`src/rtl/enc_row_pkg.sv`:
```
package enc_row_pkg;
  parameter int unsigned ENC_ROW_W_DEF = 32;

  // Number of bits needed to index a row of n samples.
  function automatic int unsigned idx_bits(input int unsigned n);
    return $clog2(n);
  endfunction
endpackage

```
`src/rtl/enc_rise_scan.sv`:
```
// Marks every index k where sample k-1 is low and sample k is high.
module enc_rise_scan #(
  parameter int unsigned ROW_W = 32
) (
  input  logic [ROW_W-1:0] row_i,
  output logic [ROW_W-1:0] rise_o
);
  assign rise_o[0] = 1'b0;

  for (genvar g = 1; g < ROW_W; g++) begin : g_pair
    assign rise_o[g] = row_i[g] & ~row_i[g-1];
  end
endmodule

```
`src/rtl/enc_first_keep.sv`:
```
// Keeps only the lowest set line of the rise mask.
module enc_first_keep #(
  parameter int unsigned ROW_W = 32
) (
  input  logic [ROW_W-1:0] mask_i,
  output logic [ROW_W-1:0] first_o
);
  function automatic logic [ROW_W-1:0] keep_lowest(input logic [ROW_W-1:0] m);
    return m & (~m + 1'b1);
  endfunction

  assign first_o = keep_lowest(mask_i);
endmodule

```
`src/rtl/enc_onehot_or.sv`:
```
// OR-encodes a one-hot (or all-zero) vector into an index.
module enc_onehot_or #(
  parameter int unsigned ROW_W = 32,
  parameter int unsigned IDX_W = 5
) (
  input  logic [ROW_W-1:0] hot_i,
  output logic [IDX_W-1:0] idx_o
);
  function automatic logic [IDX_W-1:0] or_encode(input logic [ROW_W-1:0] h);
    logic [IDX_W-1:0] acc;
    acc = '0;
    for (int unsigned k = 0; k < ROW_W; k++) begin
      if (h[k]) acc = acc | IDX_W'(k);
    end
    return acc;
  endfunction

  assign idx_o = or_encode(hot_i);
endmodule

```
`src/rtl/enc_row_code.sv`:
```
module enc_row_code
  import enc_row_pkg::*;
#(
  parameter int unsigned ROW_W = ENC_ROW_W_DEF,
  localparam int unsigned IDX_W = idx_bits(ROW_W),
  localparam int unsigned CODE_W = IDX_W + 1
) (
  input  logic              clk,
  input  logic              rst_n,
  input  logic              row_valid_i,
  input  logic [ROW_W-1:0]  row_bits_i,
  output logic              code_valid_o,
  output logic [CODE_W-1:0] code_o
);
  // Named internal events, used by the bound checker.
  logic [ROW_W-1:0] rise_w;
  logic [ROW_W-1:0] pick_w;
  logic [IDX_W-1:0] pos_w;

  enc_rise_scan #(.ROW_W(ROW_W)) u_scan (
    .row_i  (row_bits_i),
    .rise_o (rise_w)
  );

  enc_first_keep #(.ROW_W(ROW_W)) u_keep (
    .mask_i  (rise_w),
    .first_o (pick_w)
  );

  enc_onehot_or #(.ROW_W(ROW_W), .IDX_W(IDX_W)) u_or (
    .hot_i (pick_w),
    .idx_o (pos_w)
  );

  always_ff @(posedge clk) begin
    if (!rst_n) begin
      code_valid_o <= 1'b0;
      code_o       <= '0;
    end else begin
      code_valid_o <= row_valid_i;
      if (row_valid_i) code_o <= {row_bits_i[0], pos_w};
    end
  end
endmodule

```
`config.mk`:
```
export PLATFORM = sky130hd
export DESIGN_NAME = enc_row_code
export DESIGN_NICKNAME = d
export VERILOG_FILES = /design/src/rtl/enc_row_pkg.sv /design/src/rtl/enc_rise_scan.sv /design/src/rtl/enc_first_keep.sv /design/src/rtl/enc_onehot_or.sv /design/src/rtl/enc_row_code.sv
export SDC_FILE = /design/constraint.sdc
export NUM_CORES = 1
export LEC_CHECK = 0
export BUFFER_PORTS_ARGS = -buffer_cell sky130_fd_sc_hd__buf_2
export CAP_MARGIN = 30
export CORE_MARGIN = 2
export CORE_UTILIZATION = 50
export DETAILED_ROUTE_END_ITERATION = 10
export PLACE_DENSITY = 0.87
export SYNTH_ARGS = -nofsm -noshare
export SYNTH_HDL_FRONTEND = slang
export SYNTH_SLANG_ARGS = --single-unit
```
`constraint.sdc`:
```
create_clock -name clk -period 2.05 [get_ports clk]
set_input_delay 0.205 -clock clk [delete_from_list [all_inputs] [get_ports clk]]
set_output_delay 0.205 -clock clk [all_outputs]
set_load 0.1 [all_outputs]
```
; ---- After elaboration in Yosys (flattened, before gate mapping)
; Index checks and enable logic that the tools add are counted.
[word_totals]
latch_bits = 0
romBits = 0
register_bits = 7
n_memories = 0
input_bits = 35
mem_bits_rw = 0
elab_cells = 101
[op_classes]
muxes = 33
eq_ne = 1
bitwise = 64
add_sub_neg = 1
multipliers = 0
n_shift = 0
order_cmp = 0
reduce_logical = 0
n_div = 0
[op_table]
columns = cell, count
row1 = 2-to-1 mux 5 bit, 16
row2 = "adder 32 x 1 -> 32 bit, second input constant", 1
row3 = AND 32 bit, 1
row4 = 2-to-1 mux 4 bit, 8
row5 = NOT 32 bit, 1
row6 = AND 1 bit, 31
row7 = NOT 1 bit, 31
row8 = 2-to-1 mux 3 bit, 4
row9 = 2-to-1 mux 6 bit, 2
row10 = 2-to-1 mux 2 bit, 2
row11 = "inequality test 2 x 1 -> 1 bit, second input constant", 1
row12 = 2-to-1 mux 1 bit, 1

; ---- Logic depth before layout (Yosys ltp)
[depth]
word_depth = 38
depth_mapped = 6
ltp_nobuf = 6

; ---- Modules after synthesis
; Synthesis repeated with hierarchy kept, for this count alone.
[hier_totals]
hier_cells = 155
hier_area_um2 = 1126.1
[by_module_without_submodules]
columns = mod, area_per_inst_um2, cells_per_inst, seq_area_each_um2, n_inst
row1 = enc_first_keep, 451.7, 77, 0.0, 1
row2 = enc_rise_scan, 280.3, 33, 0.0, 1
row3 = enc_row_code, 256.5, 21, 140.1, 1
row4 = enc_onehot_or, 137.6, 24, 0.0, 1

; ---- Worst setup path after synthesis
; No wires, ideal clock.
[synth_timing]
kind = input port to flip-flop
start = input port row_bits_i[14]
end = register code_o[3]
setup_ps = 143
path_stages = 6
path_buffers = 0
slack_ps = 542
t_arrival_ps = 1366
cell_sequence = nand2b_1 -> a31o_1 -> a22oi_1 -> nor3_2 -> a22oi_1 -> a41oi_2
[synth_via]
elab_chain_len = 24
[synth_lines]
columns = item, line_no
row1 = from (decl), enc_row_code.sv:11  ; input logic [ROW_W-1:0] row_bits_i,
row2 = AND 1 bit or NOT 1 bit (tied branches), enc_rise_scan.sv:11  ; assign rise_o[g] = row_i[g] & ~row_i[g-1];
row3 = NOT 32 bit or AND 1 bit (tied branches), "enc_first_keep.sv:9, enc_rise_scan.sv:11"
row4 = adder 32 x 1 -> 32 bit or NOT 32 bit (tied branches), enc_first_keep.sv:9  ; return m & (~m + 1'b1);
row5 = AND 32 bit *, enc_first_keep.sv:9
row6 = 2-to-1 mux 4 bit or AND 32 bit (tied branches), "enc_onehot_or.sv:13, enc_first_keep.sv:9"
row7 = 2-to-1 mux 4 bit, enc_onehot_or.sv:13  ; if (h[k]) acc = acc | IDX_W'(k);
row8 = 2-to-1 mux 5 bit (15 in series), enc_onehot_or.sv:13
row9 = 2-to-1 mux 5 bit *, enc_onehot_or.sv:13
row10 = 2-to-1 mux 6 bit *, enc_row_code.sv:41  ; if (row_valid_i) code_o <= {row_bits_i[0], pos_w};
row11 = 2-to-1 mux 6 bit *, enc_row_code.sv:36  ; if (!rst_n) begin
row12 = to (signal assigned), enc_row_code.sv:41
row13 = to (decl), enc_row_code.sv:13  ; output logic [CODE_W-1:0] code_o
; Mark *: on every way between the ends. The rest lies on a longest branch, timed or not. The select of a mux whose other input is x is not followed.
; A chain may end at the register's enable or synchronous reset.

; ---- Worst setup path in the final report
[layout_timing]
start = input port row_bits_i[18]
end = register code_o[4]
[layout_via]
elab_chain_len = 20
[layout_lines]
columns = item, line_no
row1 = AND 1 bit or NOT 1 bit (tied branches), enc_rise_scan.sv:11
row2 = NOT 32 bit or AND 1 bit (tied branches), "enc_first_keep.sv:9, enc_rise_scan.sv:11"
row3 = adder 32 x 1 -> 32 bit or NOT 32 bit (tied branches), enc_first_keep.sv:9
row4 = AND 32 bit *, enc_first_keep.sv:9
row5 = 2-to-1 mux 5 bit or AND 32 bit (tied branches), "enc_onehot_or.sv:13, enc_first_keep.sv:9"
row6 = 2-to-1 mux 5 bit (12 in series), enc_onehot_or.sv:13
row7 = 2-to-1 mux 5 bit *, enc_onehot_or.sv:13
row8 = 2-to-1 mux 6 bit *, enc_row_code.sv:41
row9 = 2-to-1 mux 6 bit *, enc_row_code.sv:36
; Marked as above.

==> key figures <==
Logic synthesis
  – YS warnings: 0
  – Post-synth top cells: 19 x o21ai_0, 16 x nor2b_1, 11 x a21oi_1
  – Top-count cell post-synth: o21ai_0
  – Ys async rst share: 0%
  – Mean Syn Cell Area: just over 7 um2
  – Count of cell types in the netlist: 47
  – Post-synth top area share: 11.73%
  – Biggest area consumer among synthesized cells: dfxtp_1
  – Mapped Nets: just over 200
  – Netlist Area Pre-Place: 1195 um2
  – EDFF count, synth: 0
  – Top cells by area, synth: dfxtp_1 12%, nor2b_1 8.4%, o21ai_0 8.0%, nand2b_1 5.2%, a21oi_1 4.6%
  – Sequential fraction of the synthesis area: 11.73%
  – Post-synthesis register bit count: 7
  – Gate Count Post-Synth: approximately 170
  – Ys flop type: dfxtp_1

Floorplan
  – CORE AREA: 2233 um2
  – Die X: ~53 um
  – Die height: between 50 and 60 um
  – Top Ports: 42
  – Die area: between 2000 and 3000 um2
  – Initial Util: between 50% and 60%
  – Std-Cell Rows: 17

CTS
  – Root buf cell: clkbuf_4
  – Post-cts sizing count: 0
  – Hold buffer count at cts: 0
  – Htree depth: 1
  – Clk Latency, worst-skew pair: between 200 and 300 ps
  – Total CTS buffers: 3
  – Clock Path Buffers: 2
  – Sink Count: 7
  – Clock-pin slew on the worst setup and hold paths: ~50 ps
  – Post-CTS Setup Bufs: 0
  – CTS tree: yes

STA
  – Slew Limit Fails: 0
  – Worst Setup Slack, final: approximately 440 ps
  – Worst slew pin tran: ~470 ps
  – Setup Skew: 0 ps
  – Setup Total Neg Slack: 0 ps
  – Tmin final: 1607 ps
  – Setup-failing EPs final: 0
  – RSZ-0062 raised after global routing: no
  – Fin. Hold Viols: 0
  – Fmax achieved: roughly 620 MHz
  – Final worst path period share: 78.40%
  – Max_slew headroom: around 68%

GRT
  – Largest net degree at the start of global routing: 12
  – First-pass GRT wire length: around 4.9 mm
  – Antenna violations before repair: 0
  – Vias in the first global route: about 1200
  – Congestion Overflow GR: 0
  – Total GRT Usage: approximately 22%

Drt
  – ANT nets after route: 0
  – Wirelength per Cell: between 10 and 15 um
  – Via count: 1423
  – TritonRoute pass-1 iters: 4
  – Via density: between 5 and 6
  – Final WL: roughly 3 mm
  – DRC viols: 0
  – Drt first-iter violations: 43

Final layout
  – Nets: ~250
  – Fillers: between 200 and 250
  – Design Area, Final: about 1500 um2
  – Layout cells sized above 1: between 20% and 30%
  – N_diodes: 0
  – Syn-to-layout area delta: 23.25%
  – Final std cells w/o fill: about 240

Worst setup path
  – Critical path origin: row_bits_i[18]
  – Crit path to: code_o[4]
  – Reg2Reg Setup Slack: between 1000 and 1500 ps
  – Critical Path AT: approximately 1800 ps
  – Class of the most critical setup path: in -> reg
  – R2R depth: 2
  – Crit start category: input pin
  – RR Endpoint: code_o[3]
  – Critical R2R Launch: code_o[3]
  – Crit-path max FO: 6
  – Crit end category: flop
  – CP required: around 2200 ps

Placed design
  – Port Buffers: between 40 and 50
  – DP Area: around 1400 um2
  – GP Congestion: between 0.9 and 1
  – Dpl cells: about 240
  – Post-detail-place hpwl: roughly 2.5 mm
  – Place WS: ~210 ps

Run status
  – Status: complete, no violations

Power
  – Peak supply drop: between 0.0003 and 0.0004 V
  – Leakage: 0.5853 nW
  – P per Cell Area: 396.0 nW/um2

Worst hold path
  – Hold path depth: 2
  – Hold/Removal Path Class: in -> reg

Flow run
  – Max-Cap Viols: 0
state kept, by name (all words and copies together) (netlist names):
name          flops
code_o            6
code_valid_o      1
per-stage QoR:
stage / total power, W / util (%) / hold slack (ps)
after floorplan: 0.0003626 / - / 332.3
after global placement: 0.0004571 / 64.76 / 497.8
after detailed placement: 0.0004589 / 64.76 / 505.1
after CTS: 0.0005826 / 65.94 / 263.0
after global routing: 0.0006163 / 65.94 / 283.6
final: 0.0005832 / 65.94 / 271.0
cell families after synthesis:
group | after synthesis | synth area share, %
simple gates | 88 | 46.49
compound gates | 61 | 37.80
buf+inv | 10 | 3.141
flops | 7 | 11.73
mux | 1 | 0.8377
cell type report:
type / instances / area (um2) / area share [%]
sequential: 7 / 140.1 / 9.516
multi-input combinational: 150 / 1017 / 69.07
tap: 28 / 35.03 / 2.379
timing repair buffer: 43 / 220.2 / 14.95
clock buffer: 4 / 26.28 / 1.784
inverter: 9 / 33.78 / 2.294
power breakdown:
group	internal (W)	total, W	switching [W]
sequential	0.000146	0.000149	0.00000382
clock	0.0000741	0.000123	0.0000489
combinational	0.000105	0.000311	0.000205
placed cells by master (no fill, tap or decap), types with 3 or more instances in the layout:
cell type   n
nand3_1     7
buf_2      41
nand2_1    10
and2_1      4
o21ai_0    19
nor2b_1    16
a22oi_1     3
nand4_1     5
inv_1       9
a31oi_1     7
clkbuf_4    3
dfxtp_1     7
nor2_1     10
a41oi_2     3
nand2b_1   10
a21oi_1    11
nor3_1      3
routing by layer:
layer / GRT usage (%) / vias to the layer above / wire [um] / part of all wire (%)
li1: - / 735 / - / -
met1: 29.23 / 641 / 1480 / 48
met2: 39.38 / 45 / 1439 / 47
met3: 1.695 / 2 / 113 / 3.7
met4: 4.274 / 0 / 24 / 0.79
met5: 0 / - / 0 / 0
critical path, stage by stage:
cell	delay, ps
buf_2	130
nor2b_2	190
a2111oi_0	480
buf_4	200
a41oi_2	30
o41ai_2	270
a21oi_1	70
a31oi_1	200
worst min path at each step:
| stage | to | from | slack, ps |
|---|---|---|---|
| after global placement | code_o[5] | code_o[5] | 500 |
| final | code_valid_o | rst_n | 270 |
| after floorplan | code_valid_o | rst_n | 330 |
| after global routing | code_valid_o | rst_n | 280 |
| after detailed placement | code_o[5] | code_o[5] | 510 |
| after CTS | code_valid_o | rst_n | 260 |
Power figures use the tool's default switching activity.
